## src/rtl/iac_pkg.sv

```systemverilog
package iac_pkg;
  localparam int MSEL_LSB = 16;
  localparam int MSEL_W   = 4;
  localparam int AOFF_LSB = 8;
  localparam int AOFF_W   = 8;
  localparam int AUTO_BIT = 5;
  localparam int CMD_BIT  = 1;
  localparam int BUSY_BIT = 0;

  localparam logic [MSEL_W-1:0] BANK_CHSEL = '0;

  typedef enum logic {
    CMD_WR = 1'b0,
    CMD_RD = 1'b1
  } iac_cmd_e;

  typedef struct packed {
    logic [MSEL_W-1:0] msel;
    logic [AOFF_W-1:0] aoff;
    logic              auto_fl;
    iac_cmd_e          cmd;
  } iac_ctrl_t;
endpackage

```

## src/rtl/iac_rst_sync.sv

```systemverilog
module iac_rst_sync (
  input  logic clk,
  input  logic rst_n,
  output logic rst_n_sync
);
  logic [1:0] sync_q;

  always_ff @(posedge clk or negedge rst_n) begin
    if (!rst_n) begin
      sync_q <= 2'b00;
    end else begin
      sync_q <= {sync_q[0], 1'b1};
    end
  end

  assign rst_n_sync = sync_q[1];
endmodule

```

## src/rtl/iac_ctrl_reg.sv

```systemverilog
module iac_ctrl_reg
  import iac_pkg::*;
#(
  parameter int LATENCY = 4
) (
  input  logic      clk,
  input  logic      rst_n,
  input  logic      wr_en,
  input  iac_ctrl_t fields_in,
  input  logic      start_in,
  output iac_ctrl_t ctrl_q,
  output logic      busy,
  output logic      done
);
  localparam int CNT_W = $clog2(LATENCY + 1);

  logic [CNT_W-1:0] cnt_q, cnt_d;
  iac_ctrl_t        ctrl_d;
  logic             ctrl_en, cnt_en;

  assign busy = (cnt_q != '0);
  assign done = (cnt_q == CNT_W'(1));

  // next state: fields load only while idle; counter runs down once started
  always_comb begin
    ctrl_d  = fields_in;
    ctrl_en = wr_en && !busy;
    cnt_en  = busy || (ctrl_en && start_in);
    cnt_d   = busy ? (cnt_q - CNT_W'(1)) : CNT_W'(LATENCY);
  end

  always_ff @(posedge clk or negedge rst_n) begin
    if (!rst_n) begin
      ctrl_q <= '0;
      cnt_q  <= '0;
    end else begin
      if (ctrl_en) ctrl_q <= ctrl_d;
      if (cnt_en)  cnt_q  <= cnt_d;
    end
  end
endmodule

```

## src/rtl/iac_chsel_table.sv

```systemverilog
module iac_chsel_table #(
  parameter int ENTRIES = 32,
  parameter int ENTRY_W = 10,
  parameter int IDX_W   = $clog2(ENTRIES)
) (
  input  logic                       clk,
  input  logic                       rst_n,
  input  logic                       we,
  input  logic [IDX_W-1:0]           idx,
  input  logic [ENTRY_W-1:0]         wdata,
  output logic [ENTRY_W-1:0]         rdata,
  output logic [ENTRIES*ENTRY_W-1:0] flat
);
  logic [ENTRY_W-1:0] mem_q [ENTRIES];

  always_ff @(posedge clk or negedge rst_n) begin
    if (!rst_n) begin
      for (int i = 0; i < ENTRIES; i++) mem_q[i] <= '0;
    end else begin
      for (int i = 0; i < ENTRIES; i++) begin
        if (we && (idx == IDX_W'(i))) mem_q[i] <= wdata;
      end
    end
  end

  assign rdata = mem_q[idx];

  for (genvar g = 0; g < ENTRIES; g++) begin : g_flat
    assign flat[g*ENTRY_W +: ENTRY_W] = mem_q[g];
  end
endmodule

```

## src/rtl/ind_access_ctrl.sv

```systemverilog
module ind_access_ctrl
  import iac_pkg::*;
#(
  parameter int ADDR_W   = 12,
  parameter int CTRL_OFS = 'h700,
  parameter int DATA_OFS = 'h704,
  parameter int ENTRIES  = 32,
  parameter int ENTRY_W  = 10,
  parameter int LATENCY  = 4
) (
  input  logic              clk,
  input  logic              rst_n,
  input  logic              bus_wen,
  input  logic [ADDR_W-1:0] bus_addr,
  input  logic [31:0]       bus_wdata,
  output logic [31:0]       bus_rdata
);
  localparam int                IDX_W  = $clog2(ENTRIES);
  localparam int                TBL_W  = ENTRIES * ENTRY_W;
  localparam logic [ADDR_W-1:0] CTRL_A = ADDR_W'(CTRL_OFS);
  localparam logic [ADDR_W-1:0] DATA_A = ADDR_W'(DATA_OFS);

  logic          rst_n_sync;
  logic          ctrl_wr, data_wr, start_bit;
  iac_ctrl_t     fields_in, ctrl_q;
  logic          busy, done, is_rd, hit, tbl_we;
  logic [ENTRY_W-1:0] tbl_rd;
  logic [TBL_W-1:0]   tbl_flat;
  logic [31:0]   data_q, data_d;
  logic          data_en;

  iac_rst_sync u_rst (
    .clk        (clk),
    .rst_n      (rst_n),
    .rst_n_sync (rst_n_sync)
  );

  // bus decode and field extraction
  assign ctrl_wr   = bus_wen && (bus_addr == CTRL_A);
  assign data_wr   = bus_wen && (bus_addr == DATA_A);
  assign start_bit = bus_wdata[BUSY_BIT];

  always_comb begin
    fields_in.msel    = bus_wdata[MSEL_LSB +: MSEL_W];
    fields_in.aoff    = bus_wdata[AOFF_LSB +: AOFF_W];
    fields_in.auto_fl = bus_wdata[AUTO_BIT];
    fields_in.cmd     = iac_cmd_e'(bus_wdata[CMD_BIT]);
  end

  iac_ctrl_reg #(.LATENCY(LATENCY)) u_ctrl (
    .clk       (clk),
    .rst_n     (rst_n_sync),
    .wr_en     (ctrl_wr),
    .fields_in (fields_in),
    .start_in  (start_bit),
    .ctrl_q    (ctrl_q),
    .busy      (busy),
    .done      (done)
  );

  // bank decode: only bank 0 with an in-range offset reaches the table
  assign is_rd  = (ctrl_q.cmd == CMD_RD);
  assign hit    = (ctrl_q.msel == BANK_CHSEL) && (32'(ctrl_q.aoff) < ENTRIES);
  assign tbl_we = done && !is_rd && hit;

  iac_chsel_table #(.ENTRIES(ENTRIES), .ENTRY_W(ENTRY_W), .IDX_W(IDX_W)) u_tbl (
    .clk   (clk),
    .rst_n (rst_n_sync),
    .we    (tbl_we),
    .idx   (ctrl_q.aoff[IDX_W-1:0]),
    .wdata (data_q[ENTRY_W-1:0]),
    .rdata (tbl_rd),
    .flat  (tbl_flat)
  );

  // data word next state
  always_comb begin
    data_d  = data_q;
    data_en = 1'b0;
    if (done && is_rd) begin
      data_en = 1'b1;
      data_d  = hit ? 32'(tbl_rd) : 32'd0;
    end else if (data_wr && !busy) begin
      data_en = 1'b1;
      data_d  = bus_wdata;
    end
  end

  always_ff @(posedge clk or negedge rst_n_sync) begin
    if (!rst_n_sync) begin
      data_q <= '0;
    end else if (data_en) begin
      data_q <= data_d;
    end
  end

  // read mux
  always_comb begin
    bus_rdata = '0;
    if (bus_addr == CTRL_A) begin
      bus_rdata[MSEL_LSB +: MSEL_W] = ctrl_q.msel;
      bus_rdata[AOFF_LSB +: AOFF_W] = ctrl_q.aoff;
      bus_rdata[AUTO_BIT]           = ctrl_q.auto_fl;
      bus_rdata[CMD_BIT]            = is_rd;
      bus_rdata[BUSY_BIT]           = busy;
    end else if (bus_addr == DATA_A) begin
      bus_rdata = data_q;
    end
  end
endmodule

```

## config.mk

```make
export PLATFORM = sky130hd
export DESIGN_NAME = ind_access_ctrl
export DESIGN_NICKNAME = d
export VERILOG_FILES = /design/src/rtl/iac_pkg.sv /design/src/rtl/iac_rst_sync.sv /design/src/rtl/iac_ctrl_reg.sv /design/src/rtl/iac_chsel_table.sv /design/src/rtl/ind_access_ctrl.sv
export SDC_FILE = /design/constraint.sdc
export NUM_CORES = 1
export LEC_CHECK = 0
export ABC_AREA = 1
export BUFFER_PORTS_ARGS = -buffer_cell sky130_fd_sc_hd__buf_4
export CAP_MARGIN = 5
export CORE_MARGIN = 2
export CORE_UTILIZATION = 65
export DETAILED_ROUTE_END_ITERATION = 6
export PLACE_DENSITY = 0.86
export SYNTH_ARGS = -nofsm -noshare
export SYNTH_HDL_FRONTEND = slang
export SYNTH_SLANG_ARGS = --single-unit
```

## constraint.sdc

```tcl
create_clock -name clk -period 27.8 [get_ports clk]
set_input_delay 1.39 -clock clk [delete_from_list [all_inputs] [get_ports clk]]
set_output_delay 1.39 -clock clk [all_outputs]
set_load 0.005 [all_outputs]
```

## Yosys cells after proc, flatten, opt, wreduce, memory -nomap -nowiden

Cells that the tools add are included.

| word-level totals | value |
|---|---|
| register bits after elaboration | 371 |
| input bits | 47 |
| output and inout bits | 32 |

| operators by class | value |
|---|---|
| reduce and logical (&&, ||, !) cells | 49 |
| eq/ne operators | 34 |
| multiplexer cells | 16 |
| add/subtract/negate cells | 1 |
| $lt $le $gt $ge | 2 |
| bitwise gates (word level) | 1 |

Operators with widths:

| operator | count |
|---|---|
| $mux W32 | 3 |
| $eq A5 B5 Y1 const B | 16 |
| $bmux W10 S5 | 1 |
| $logic_and A1 B1 Y1 | 41 |
| $eq A5 B4 Y1 const B | 8 |
| $mux W10 | 3 |
| $eq A12 B11 Y1 const B | 2 |
| $mux W12 | 2 |
| $eq A5 B3 Y1 const B | 4 |
| $eq A5 B2 Y1 const B | 2 |
| $lt A8 B6 Y1 const B | 1 |
| $ge A6 B6 Y1 const B | 1 |
| $mux W3 | 2 |
| $not A5 Y6 | 1 |
| $eq A5 B1 Y1 const B | 1 |
| $logic_not A5 Y1 | 1 |
| $logic_not A4 Y1 | 1 |
| $mux W2 | 2 |
| $eq A3 B1 Y1 const B | 1 |
| $mux W1 | 3 |
| $reduce_bool A3 Y1 | 1 |
| $sub A3 B1 Y3 const B | 1 |
| $logic_not A1 Y1 | 2 |
| $reduce_and A2 Y1 | 1 |
| 2 further kinds | 2 |

## Logic depth before layout (Yosys ltp)

| depth | value |
|---|---|
| word-level depth | 6 |
| mapped depth | 13 |

## Modules after synthesis

From an unflattened synthesis, not the netlist that was laid out.

| unflattened totals | value |
|---|---|
| cells, all modules | 2398 |
| area, all modules | 17862.1 um^2 |

Modules (own cells, without submodules):

| module | times used | area an instance (um^2) | cells an instance |
|---|---|---|---|
| iac_chsel_table | 1 | 14981.9 | 1987 |
| ind_access_ctrl | 1 | 2088.3 | 331 |
| iac_ctrl_reg | 1 | 738.2 | 77 |
| iac_rst_sync | 1 | 53.8 | 3 |

## Worst setup path after synthesis

OpenSTA, ideal clock, no wires.

| timing path | value |
|---|---|
| path type | input port to output port |
| start | input port bus_addr[1] |
| end | output port bus_rdata[12] |
| data arrival time | 2.169 ns |
| stages | 4 |
| path buffers | 1 |
| data required time | 26.410 ns |
| slack | 24.241 ns |
| path through | nor4_1 nand2_1 clkbuf_1 o22ai_1 |

| on the way | value |
|---|---|
| word-level cells in the longest chain between the ends | 3 |

Ends and longest elaborated chain:

| what | line | RTL |
|---|---|---|
| start, declared | ind_access_ctrl.sv:14 | `input logic [ADDR_W-1:0] bus_addr,` |
| $eq A12 B11 Y1 | ind_access_ctrl.sv:106 | `end else if (bus_addr == DATA_A) begin` |
| $mux W32 | ind_access_ctrl.sv:106 |  |
| $mux W12 (*) | ind_access_ctrl.sv:100 | `if (bus_addr == CTRL_A) begin` |
| end, declared | ind_access_ctrl.sv:16 | `output logic [31:0] bus_rdata` |

Every way passes the cells marked *; elsewhere a longest branch is shown, timed or not.

## Worst setup path in the final report

| timing path | value |
|---|---|
| start | input port bus_addr[1] |
| end | output port bus_rdata[15] |

The elaborated chain is that of the path after synthesis.

==> impl_metrics.toml <==
[synth]
synth_cells = 2279
yosysUniqueCellTypes = 25
yosysTopAreaCellShare = 0.540
yosysTopAreaCell = "dfrtp_1"
avgSynthCellArea_um2 = 7.55
yosysWarningCount = 0
syn_nets = 2326
synth_seq_area_share = 0.540
synth_area_leaders = "dfrtp_1, nand2_1, o21ai_0"
netlist_area_um2 = 17200
ys_seq_elements = 371

[clock_tree]
clk_latency_ps = 530
clock_sinks = 371
clock_path_buffers = 3
clk_pin_slew_worst_paths_ps = 60
ctsHoldBuffers = 0
cts_tree = "built"
cts_root_buffer = "clkbuf_16"
post_cts_buffers = 0
numCtsBuffers = 39
h-tree-depth = 2
post_cts_resized = 0

[routing]
finalWirelength_um = 48400
top_layer = "met4"
route.detailed.drc = 0
wl_met1_um = 18700
via_per_inst = 5.97
drtIter0Drc = 2225
antenna_left = 0
wl_met2_um = 22200
vias = 15600
wl_met3_um = 5360
avgRoutedWirePerCell_um = 18.5
firstDrtPassIters = 7

[floorplan]
die-area_um2 = 27800
start_util = 0.660
placeableCoreArea_um2 = 26100
die_h_um = 167
io_pins = 79
die_w_um = 167
num_rows = 59

[worst_hold_path]
hold_class = "flip-flop to flip-flop"
holdPathStages = 0
min_from = "u_rst.sync_q[0]"
hold_end = "u_rst.sync_q[1]"

[timing]
finalCritPeriodShare = 0.160
fin_setup_tns_ps = 0
slew_headroom = 0.282
fmax_mhz = 225
worst_pin_slew_ps = 1080
finalHoldViolCount = 0
slew_violations = 0
fin_skew_ps = 15.5
setup_viol = 0
fin_crit_ps = 4440
grt_setup_unrepaired = "no"

[final_layout]
drive_above_1_share = 0.0780
area_growth_pct = 10.5
fillCellCount = 1885
multi_input_area_um2 = 6960
final-seq-area_um2 = 9290
diodes = 0
fin_nets = 2302

[global_routing]
grt_pass1_wl_um = 78700
antenna_found_initial = 0
grtUsageTotal = 0.354
grt_start_max_net_pins = 85
overflow = 0
grt_pass1_vias = 15000

[outcome]
status = "finished clean"

[placed_design]
place.gp.congestion = 0.924
portBuffers = 78
hpwlAfterDp_um = 28800

[setup_path]
cp.required_ps = 26410
reg2regPathDepth = 9
rrSetupSlack_ps = 23760
path_cells = "buf_4, nor4_1, nand2_1, o21ai_0, buf_4"
max_stage_delay_ps = 600
critPathTopFamily = "simple AND/OR/NAND/NOR gates"
critPathArrivalTime_ps = 3050
cp-start-kind = "input port"
cpMostUsedCell = "buf_4"
worstPathMaxFanout = 33
endpoint_kind = "primary output"
path_class = "input port to primary output"
r2r-start = "u_ctrl.ctrl_q[2]"
worst-path-buf-inv = 2
worstReg2RegEnd = "u_tbl.flat[90]"
critPathSlowestCell = "nand2_1"

[pwr]
irDropWorstVdd_mv = 0.0652
p_per_area_nw_per_um2 = 58.8
power_switching_share = 0.214
power_frac_comb = 0.025
switching_power_w = 0.000239
clkPwrFrac = 0.487
power_w = 0.00112
p_seq_frac = 0.488
p_leak_nw = 9.65
p_int_w = 0.000879

[flow_run]
drv_cap = 0
-- sequential cells by signal, indices dropped and copies added (netlist names) --
| signal | flops |
|---|---|
| u_tbl.flat | 320 |
| data_q | 32 |
| u_ctrl.ctrl_q | 14 |
| u_ctrl.cnt_q | 3 |
| u_rst.sync_q | 2 |
-- cells by family (layout without fill, tap and decap cells) --
group,count (synthesis),after routing,synth area share
AND/OR/NAND/NOR,1266,1266,0.283
AO/OA/AOI/OAI,411,411,0.121
flip-flops,371,371,0.540
buffers and inverters,230,234,0.0563
other,1,1,0.000218
-- power groups by stage --
stage	Combinational, W	Sequential (W)	Clock (W)
after floorplan	0.00000950	0.000561	0
after global placement	0.0000274	0.000556	0
after detailed placement	0.0000279	0.000556	0
after CTS	0.0000281	0.000546	0.000545
after global routing	0.0000320	0.000546	0.000568
final	0.0000282	0.000546	0.000544
-- how the worst max path moves through the flow --
stage                     from             to  slack (ps)  cells past startpoint
3_5_place_dp       bus_addr[5]     data_q[29]       23180                      9
3_3_place_gp       bus_addr[7]     data_q[29]       23390                      9
5_1_grt            bus_addr[1]     data_q[26]       23160                      7
4_1_cts            bus_addr[1]  bus_rdata[15]       23450                      5
6_report           bus_addr[1]  bus_rdata[15]       23360                      5
2_1_floorplan  u_rst.sync_q[1]      data_q[0]       16690                      0
-- placed cells by master, fill, tap and decap left out, drive strengths merged --
master / n
inv: 58
buf: 102
nor2: 135
clkbuf: 52
a21oi: 32
nand2: 1071
o22ai: 19
nor3b: 2
nor3: 1
bufinv: 5
nand3: 53
nor4: 2
conb: 1
o21ai: 360
nand4: 2
clkinv: 17
dfrtp: 371
-- synth_stat cells (all sizes together) --
library cell and number:
buf 75, nand2 1071, nor3 1, clkbuf 92
nand3 53, conb 1, o21ai 360, nor2 135
inv 59, o22ai 19, a21oi 32, nor4 2
nand4 2, nor3b 2, dfrtp 371, clkinv 4
-- layout make-up --
type                    count  share of cell area
flip-flops and latches    371               0.489
multi-input cells        1678               0.366
clock buffers              52              0.0588
repair buffers            102              0.0403
well taps                 335              0.0221
inverters                  63              0.0125
clock inverters            17              0.0111
-- per-layer routing --
| layer | GRT usage | vias up |
|---|---|---|
| met3 | 0.0737 | 188 |
| met1 | 0.492 | 7351 |
| met5 | 0 | - |
| met2 | 0.550 | 952 |
| met4 | 0.146 | 0 |
| li1 | - | 7137 |
-- stage by stage --
stage | utilization | hold WS [ps] | cells | setup slack [ps] | area [um^2]
after floorplan | - | 331 | 2279 | 16690 | 17200
after global routing | 0.729 | 365 | 2618 | 23160 | 19000
after detailed placement | 0.678 | 339 | 2549 | 23180 | 17700
after CTS | 0.729 | 353 | 2618 | 23450 | 19000
after global placement | 0.678 | 337 | 2549 | 23390 | 17700
final | 0.729 | 351 | 2618 | 23360 | 19000
(Power assumes the default switching activity.)
